File: config.mk
export PLATFORM = sky130hd
export DESIGN_NAME = uart_lsr
export DESIGN_NICKNAME = d
export VERILOG_FILES = /design/src/rtl/uart_lsr_pkg.sv /design/src/rtl/lsr_rx_tags.sv /design/src/rtl/lsr_tx_level.sv /design/src/rtl/lsr_flag_bank.sv /design/src/rtl/uart_lsr.sv
export SDC_FILE = /design/constraint.sdc
export NUM_CORES = 1
export LEC_CHECK = 0
export BUFFER_PORTS_ARGS = -buffer_cell sky130_fd_sc_hd__clkbuf_2
export CORE_MARGIN = 3
export CORE_UTILIZATION = 55
export CTS_CLUSTER_DIAMETER = 30
export CTS_CLUSTER_SIZE = 14
export DETAILED_ROUTE_END_ITERATION = 7
export GPL_TIMING_DRIVEN = 0
export PLACE_DENSITY_LB_ADDON = 0.08
export SYNTH_ARGS = -nofsm -noshare
export SYNTH_HDL_FRONTEND = slang
export SYNTH_HIERARCHICAL = 1
export SYNTH_SLANG_ARGS = --single-unit
File: constraint.sdc
create_clock -name clk -period 6.55 [get_ports clk]
set_input_delay 0.9825 -clock clk [delete_from_list [all_inputs] [get_ports clk]]
set_output_delay 0.9825 -clock clk [all_outputs]
set_load 0.01 [all_outputs]
File: src/rtl/uart_lsr_pkg.sv
package uart_lsr_pkg;

    typedef struct packed {
        logic brk;
        logic framing;
        logic parity;
    } rx_err_t;

    localparam int LsrDr   = 0;
    localparam int LsrOe   = 1;
    localparam int LsrPe   = 2;
    localparam int LsrFe   = 3;
    localparam int LsrBi   = 4;
    localparam int LsrThre = 5;
    localparam int LsrTemt = 6;
    localparam int LsrFerr = 7;

    localparam int NumSticky = 4;

    function automatic logic tag_is_bad(rx_err_t t);
        return t.brk | t.framing | t.parity;
    endfunction

endpackage

File: src/rtl/lsr_rx_tags.sv
module lsr_rx_tags
    import uart_lsr_pkg::*;
#(
    parameter int DEPTH = 16
) (
    input  logic    clk,
    input  logic    rst,
    input  logic    fifo_mode,
    input  logic    push,
    input  rx_err_t push_tag,
    input  logic    pop,
    output logic    has_data,
    output logic    overrun_evt,
    output logic    head_evt,
    output rx_err_t head_tag,
    output logic    err_present
);
    localparam int PW = (DEPTH > 1) ? $clog2(DEPTH) : 1;
    localparam int CW = $clog2(DEPTH + 1);

    rx_err_t        tags [DEPTH];
    logic [PW-1:0]  wr_ptr, rd_ptr;
    logic [CW-1:0]  cnt, err_cnt, cap;
    logic           full, push_ok, pop_ok, head_seen;

    function automatic logic [PW-1:0] ptr_inc(logic [PW-1:0] p);
        return (p == PW'(DEPTH - 1)) ? '0 : p + 1'b1;
    endfunction

    assign cap     = fifo_mode ? CW'(DEPTH) : CW'(1);
    assign full    = (cnt >= cap);
    assign push_ok = push && !full;
    assign pop_ok  = pop && (cnt != '0);

    always_ff @(posedge clk) begin
        if (push_ok) tags[wr_ptr] <= push_tag;
    end

    always_ff @(posedge clk) begin
        if (rst) begin
            wr_ptr    <= '0;
            rd_ptr    <= '0;
            cnt       <= '0;
            err_cnt   <= '0;
            head_seen <= 1'b0;
        end else begin
            if (push_ok) wr_ptr <= ptr_inc(wr_ptr);
            if (pop_ok)  rd_ptr <= ptr_inc(rd_ptr);
            cnt     <= cnt + CW'(push_ok) - CW'(pop_ok);
            err_cnt <= err_cnt + CW'(push_ok && tag_is_bad(push_tag))
                               - CW'(pop_ok && tag_is_bad(tags[rd_ptr]));
            if (pop_ok)           head_seen <= 1'b0;
            else if (cnt != '0)   head_seen <= 1'b1;
        end
    end

    assign has_data    = (cnt != '0);
    assign overrun_evt = push && full;
    assign head_evt    = has_data && !head_seen;
    assign head_tag    = tags[rd_ptr];
    assign err_present = (err_cnt != '0);

    // occupancy never exceeds the mode's capacity
    p_cnt_cap_r11: assert property (@(posedge clk) disable iff (rst)
        cnt <= cap);

    // tagged characters are a subset of stored characters
    p_errcnt_r6: assert property (@(posedge clk) disable iff (rst)
        err_cnt <= cnt);

endmodule

File: src/rtl/lsr_tx_level.sv
module lsr_tx_level #(
    parameter int DEPTH = 16
) (
    input  logic clk,
    input  logic rst,
    input  logic fifo_mode,
    input  logic push,
    input  logic pop,
    output logic empty
);
    localparam int CW = $clog2(DEPTH + 1);

    logic [CW-1:0] cnt, cap;
    logic          push_ok, pop_ok;

    assign cap     = fifo_mode ? CW'(DEPTH) : CW'(1);
    assign push_ok = push && (cnt < cap);
    assign pop_ok  = pop && (cnt != '0);

    always_ff @(posedge clk) begin
        if (rst) cnt <= '0;
        else     cnt <= cnt + CW'(push_ok) - CW'(pop_ok);
    end

    assign empty = (cnt == '0);

    // a write without a transfer leaves the queue non-empty
    p_thre_write_r8: assert property (@(posedge clk) disable iff (rst)
        (push && !pop) |=> !empty);

endmodule

File: src/rtl/lsr_flag_bank.sv
module lsr_flag_bank #(
    parameter int N = 4
) (
    input  logic         clk,
    input  logic         rst,
    input  logic [N-1:0] set,
    input  logic         clr,
    output logic [N-1:0] flags
);
    for (genvar i = 0; i < N; i++) begin : g_flag
        always_ff @(posedge clk) begin
            if (rst)         flags[i] <= 1'b0;
            else if (set[i]) flags[i] <= 1'b1;
            else if (clr)    flags[i] <= 1'b0;
        end

        // a read with no concurrent set clears the flag
        p_clear_r5: assert property (@(posedge clk) disable iff (rst)
            (clr && !set[i]) |=> !flags[i]);
    end

endmodule

File: src/rtl/uart_lsr.sv
module uart_lsr
    import uart_lsr_pkg::*;
#(
    parameter int RX_DEPTH = 16,
    parameter int TX_DEPTH = 16
) (
    input  logic       clk,
    input  logic       rst,
    input  logic       fifo_mode,
    input  logic       rx_push,
    input  logic [2:0] rx_push_err,
    input  logic       rx_pop,
    input  logic       tx_push,
    input  logic       tx_pop,
    input  logic       tx_shift_busy,
    input  logic       lsr_rd,
    input  logic       rls_int_en,
    output logic [7:0] lsr_rdata,
    output logic       rls_irq
);
    logic                 has_data, overrun_evt, head_evt, err_present, tx_empty;
    rx_err_t              head_tag;
    logic [NumSticky-1:0] sticky_set, sticky;
    logic                 ferr_q;

    lsr_rx_tags #(.DEPTH(RX_DEPTH)) u_rx (
        .clk         (clk),
        .rst         (rst),
        .fifo_mode   (fifo_mode),
        .push        (rx_push),
        .push_tag    (rx_err_t'(rx_push_err)),
        .pop         (rx_pop),
        .has_data    (has_data),
        .overrun_evt (overrun_evt),
        .head_evt    (head_evt),
        .head_tag    (head_tag),
        .err_present (err_present)
    );

    lsr_tx_level #(.DEPTH(TX_DEPTH)) u_tx (
        .clk       (clk),
        .rst       (rst),
        .fifo_mode (fifo_mode),
        .push      (tx_push),
        .pop       (tx_pop),
        .empty     (tx_empty)
    );

    assign sticky_set = {head_evt && head_tag.brk,
                         head_evt && head_tag.framing,
                         head_evt && head_tag.parity,
                         overrun_evt};

    lsr_flag_bank #(.N(NumSticky)) u_flags (
        .clk   (clk),
        .rst   (rst),
        .set   (sticky_set),
        .clr   (lsr_rd),
        .flags (sticky)
    );

    always_ff @(posedge clk) begin
        if (rst)              ferr_q <= 1'b0;
        else if (!fifo_mode)  ferr_q <= 1'b0;
        else if (err_present) ferr_q <= 1'b1;
        else if (lsr_rd)      ferr_q <= 1'b0;
    end

    always_comb begin
        lsr_rdata                     = '0;
        lsr_rdata[LsrDr]              = has_data;
        lsr_rdata[LsrBi:LsrOe]        = sticky;
        lsr_rdata[LsrThre]            = tx_empty;
        lsr_rdata[LsrTemt]            = tx_empty && !tx_shift_busy;
        lsr_rdata[LsrFerr]            = ferr_q;
    end

    assign rls_irq = rls_int_en && (|sticky);

    // an overrun event is visible in bit 1 on the next cycle
    p_ovr_r3: assert property (@(posedge clk) disable iff (rst)
        overrun_evt |=> lsr_rdata[LsrOe]);

    // summary bit stays low in single-character mode
    p_b7_off_r7: assert property (@(posedge clk) disable iff (rst)
        !fifo_mode |-> !lsr_rdata[LsrFerr]);

endmodule

==> qor.csv <==
stage,metric,value,unit
sta,fin_tns_setup,0,ps
floorplan,start_util,0.5716,
yosys,seq_area_frac_synth,0.5354,
yosys,ys.flop_type,edfxtp_1,
global_routing,grt_pass1_wl,11850,um
finish,drive_gt1_frac,0.1351,
place,place_inst,428,
sta,setup_viol,0,
sta,worst_pin_slew,996.1,ps
finish,syn_to_final_growth,10.10,%
floorplan,dieArea,8188,um2
job,cap_violations,0,
floorplan,core,6869,um2
clock_network,worstSkewPairLatency,350,ps
sta,slew_headroom,0.3298,
drt,drt_pass1_iterations,4,
power,clockPowerShare,0.202,
floorplan,die_h,90.49,um
clock_network,hold_buffers,0,
sta,drv_slew,0,
worst_setup_path,critPathTopFamily,adder cells,
worst_setup_path,timing.critical_path.buf_inv,6,
floorplan,num_io_pins,22,
yosys,synth_seq_cells,81,
power,seqPwrFrac,0.415,
worst_setup_path,worstPathRequired,6770,ps
yosys,synth_nets,357,
yosys,yosysUniqueCellTypes,47,
sta,hold_viol,0,
clock_network,cts.sinks,81,
yosys,synth-edff-count,48,
power,p_leak,1.656,nW
power,p_int,1.041,mW
yosys,netlist_instances,311,
sta,finalClockSkew,12.52,ps
clock_network,cts-root-buf,clkbuf_8,
worst_setup_path,crit_fanout,10,
place,place.gp.congestion,0.8088,
drt,vias,2411,
finish,final_nets,389,
power,switching_share,0.3436,
clock_network,clk_path_buf_depth,2,
power,p_comb_frac,0.383,
clock_network,htree_levels,3,
global_routing,grt_max_degree,18,
global_routing,grt_pass1_vias,2393,
worst_setup_path,end_kind,flip-flop,
worst_setup_path,startpoint_type,input port,
worst_setup_path,slowest_delay,420,ps
drt,viasPerCell,5.430,
worst_setup_path,crit_top_cell,inv_1,
place,io_buffers,21,
clock_network,ctsResizeCount,0,
sta,timing.fmax,257.4,MHz
yosys,syn_area,3926,um2
finish,fin_cells,444,
global_routing,grt_overflow,0,
sta,worst_hold_slack,498.2,ps
yosys,synthArstFlopShare,0,
yosys,syn_area_per_cell,12.62,um2
finish,nFillCells,553,
clock_network,cts_inserted_buffers,9,
floorplan,dieWidth,90.49,um
clock_network,path_clk_slew,80,ps
floorplan,rows,30,
sta,timing.final.crit_share,0.5931,
drt,post_drt_wl_per_cell,15.69,um
finish,insertedDiodeCount,0,
worst_setup_path,arrival,4100,ps
sta,rsz0062_at_grt,no,
sta,finalCriticalPeriod,3885,ps
yosys,yosys_warnings,6,
run_status,outcome,completed,
worst_setup_path,path_cells,clkbuf_2 -> inv_1 -> ha_1 -> and3b_1 -> o41a_1 -> nor2_2 -> inv_1 -> buf_2 -> ha_1 -> inv_1 -> ha_1 -> inv_1 -> fa_1 -> o21bai_1 -> a21oi_1 -> xnor2_1 -> nor2_1,
drt,routed_wl,6965,um
drt,drt_iter0_drc,123,
clock_network,post_cts_buffers,0,
power,power_switching,0.5446,mW
clock_network,cts_tree,built,
worst_setup_path,path_class,in -> reg,
finish,final_common_cell,edfxtp_1,
hold_path,hp-class,reg -> reg,
power,pwr_density_cell,366.7,nW/um2
finish,final_cell_mix,"edfxtp_1, inv_1, dfxtp_1",
global_routing,track_usage,0.1852,
place,place_hpwl,5082,um
global_routing,antenna_found_initial,0,
power,ir_worst_vdd,0.2414,mV
worst_setup_path,cp_slowest_cell,o41a_1,
drt,ant_nets,0,
drt,drc_errors,0,
final timing paths:
check / from / to / slack [ps] / cells past startpoint
worst min register to register: u_flags/flags[2]$_SDFFE_PP0P_ / u_flags/flags[2]$_SDFFE_PP0P_ / 500 / 2
worst max register to register: flip-flop / u_rx/err_cnt[4]$_SDFF_PP0_ / 2930 / 13
worst max-delay path: fifo_mode / u_rx/cnt[4]$_SDFF_PP0_ / 2670 / 17
worst min-delay path: u_flags/flags[2]$_SDFFE_PP0P_ / u_flags/flags[2]$_SDFFE_PP0P_ / 500 / 2
sequential cells by signal (all words and copies together), names as in the netlist, named ones only:
| name | cells |
|---|---|
| u_rx/err_cnt | 5 |
| u_rx/cnt | 5 |
| u_rx/rd_ptr | 4 |
| u_rx/wr_ptr | 4 |
| u_flags/flags | 4 |
| u_tx/cnt | 5 |
| u_rx/head_seen | 1 |
| ferr_q | 1 |
| u_rx/tags | 48 |
cell type report:
type	instances	area, um2	share of cell area
Buffer	12	65.06	0.01505
Inverter	39	146.4	0.03386
Tap cell	96	120.1	0.02779
Timing Repair Buffer	21	105.1	0.02431
Multi-Input combinational cell	179	1613	0.3731
Sequential cell	81	2102	0.4863
Clock inverter	6	43.79	0.01013
Clock buffer	10	127.6	0.02952
tightest hold or removal path: cells and delay by family (launching register included):
kind	cells	cell delay, ps
flip-flops	1	330
AO/OA/AOI/OAI	1	60
AND/OR/NAND/NOR	1	70
per-stage QoR:
step	utilization	setup slack (ps)	power [mW]	area, um2
floorplan	-	2809	1.133	3926
global placement	0.6044	2330	1.263	4151
detailed placement	0.6044	2318	1.278	4151
CTS	0.6293	2672	1.601	4323
global route	0.6293	2427	1.711	4323
finish	0.6293	2665	1.585	4323
cell families (layout without fill, tap and decap cells):
kind of cell / count (synthesis) / count (layout) / synth area share
compound gates: 43 / 43 / 0.07330
mux: 14 / 14 / 0.08700
flops: 81 / 81 / 0.5354
fa+ha+maj: 33 / 33 / 0.1109
xor+xnor: 9 / 9 / 0.02008
simple gates: 80 / 80 / 0.1195
buf+inv: 51 / 88 / 0.05386
cell usage after synthesis, drive strengths merged, types with 2 or more instances:
library cell | number | area share
mux4 | 13 | 0.084
edfxtp | 48 | 0.37
o41a | 2 | 0.0057
a21oi | 17 | 0.022
and2 | 3 | 0.0048
and4 | 6 | 0.013
xnor2 | 5 | 0.011
dfxtp | 33 | 0.17
ha | 30 | 0.096
or4b | 2 | 0.0051
nor2b | 15 | 0.024
o21bai | 4 | 0.0076
a22oi | 2 | 0.0038
nand3 | 10 | 0.013
clkbuf | 7 | 0.0067
o31a | 2 | 0.0045
fa | 3 | 0.015
o21ai | 5 | 0.0064
nor3 | 4 | 0.0051
nor4 | 8 | 0.013
nand2 | 7 | 0.0067
o31ai | 3 | 0.0057
xor2 | 4 | 0.0089
inv | 38 | 0.036
or4 | 2 | 0.0038
buf | 5 | 0.0099
nand2b | 5 | 0.0080
nor2 | 13 | 0.013
power groups by stage:
stage,Sequential [mW],Combinational [mW],Clock (mW)
floorplan,0.660,0.473,0
detailed placement,0.669,0.608,0
global route,0.669,0.697,0.346
finish,0.658,0.608,0.320
CTS,0.658,0.613,0.329
global placement,0.668,0.596,0
layer usage:
layer  GRT usage  up-vias  part of all wire
met5           0        -                 0
met4     0.06888        0             0.011
li1            -     1197                 -
met1      0.2675     1157              0.48
met3     0.02667        9             0.038
met2      0.2854       48              0.47
Note: power is estimated with default switching activity, not from simulation.
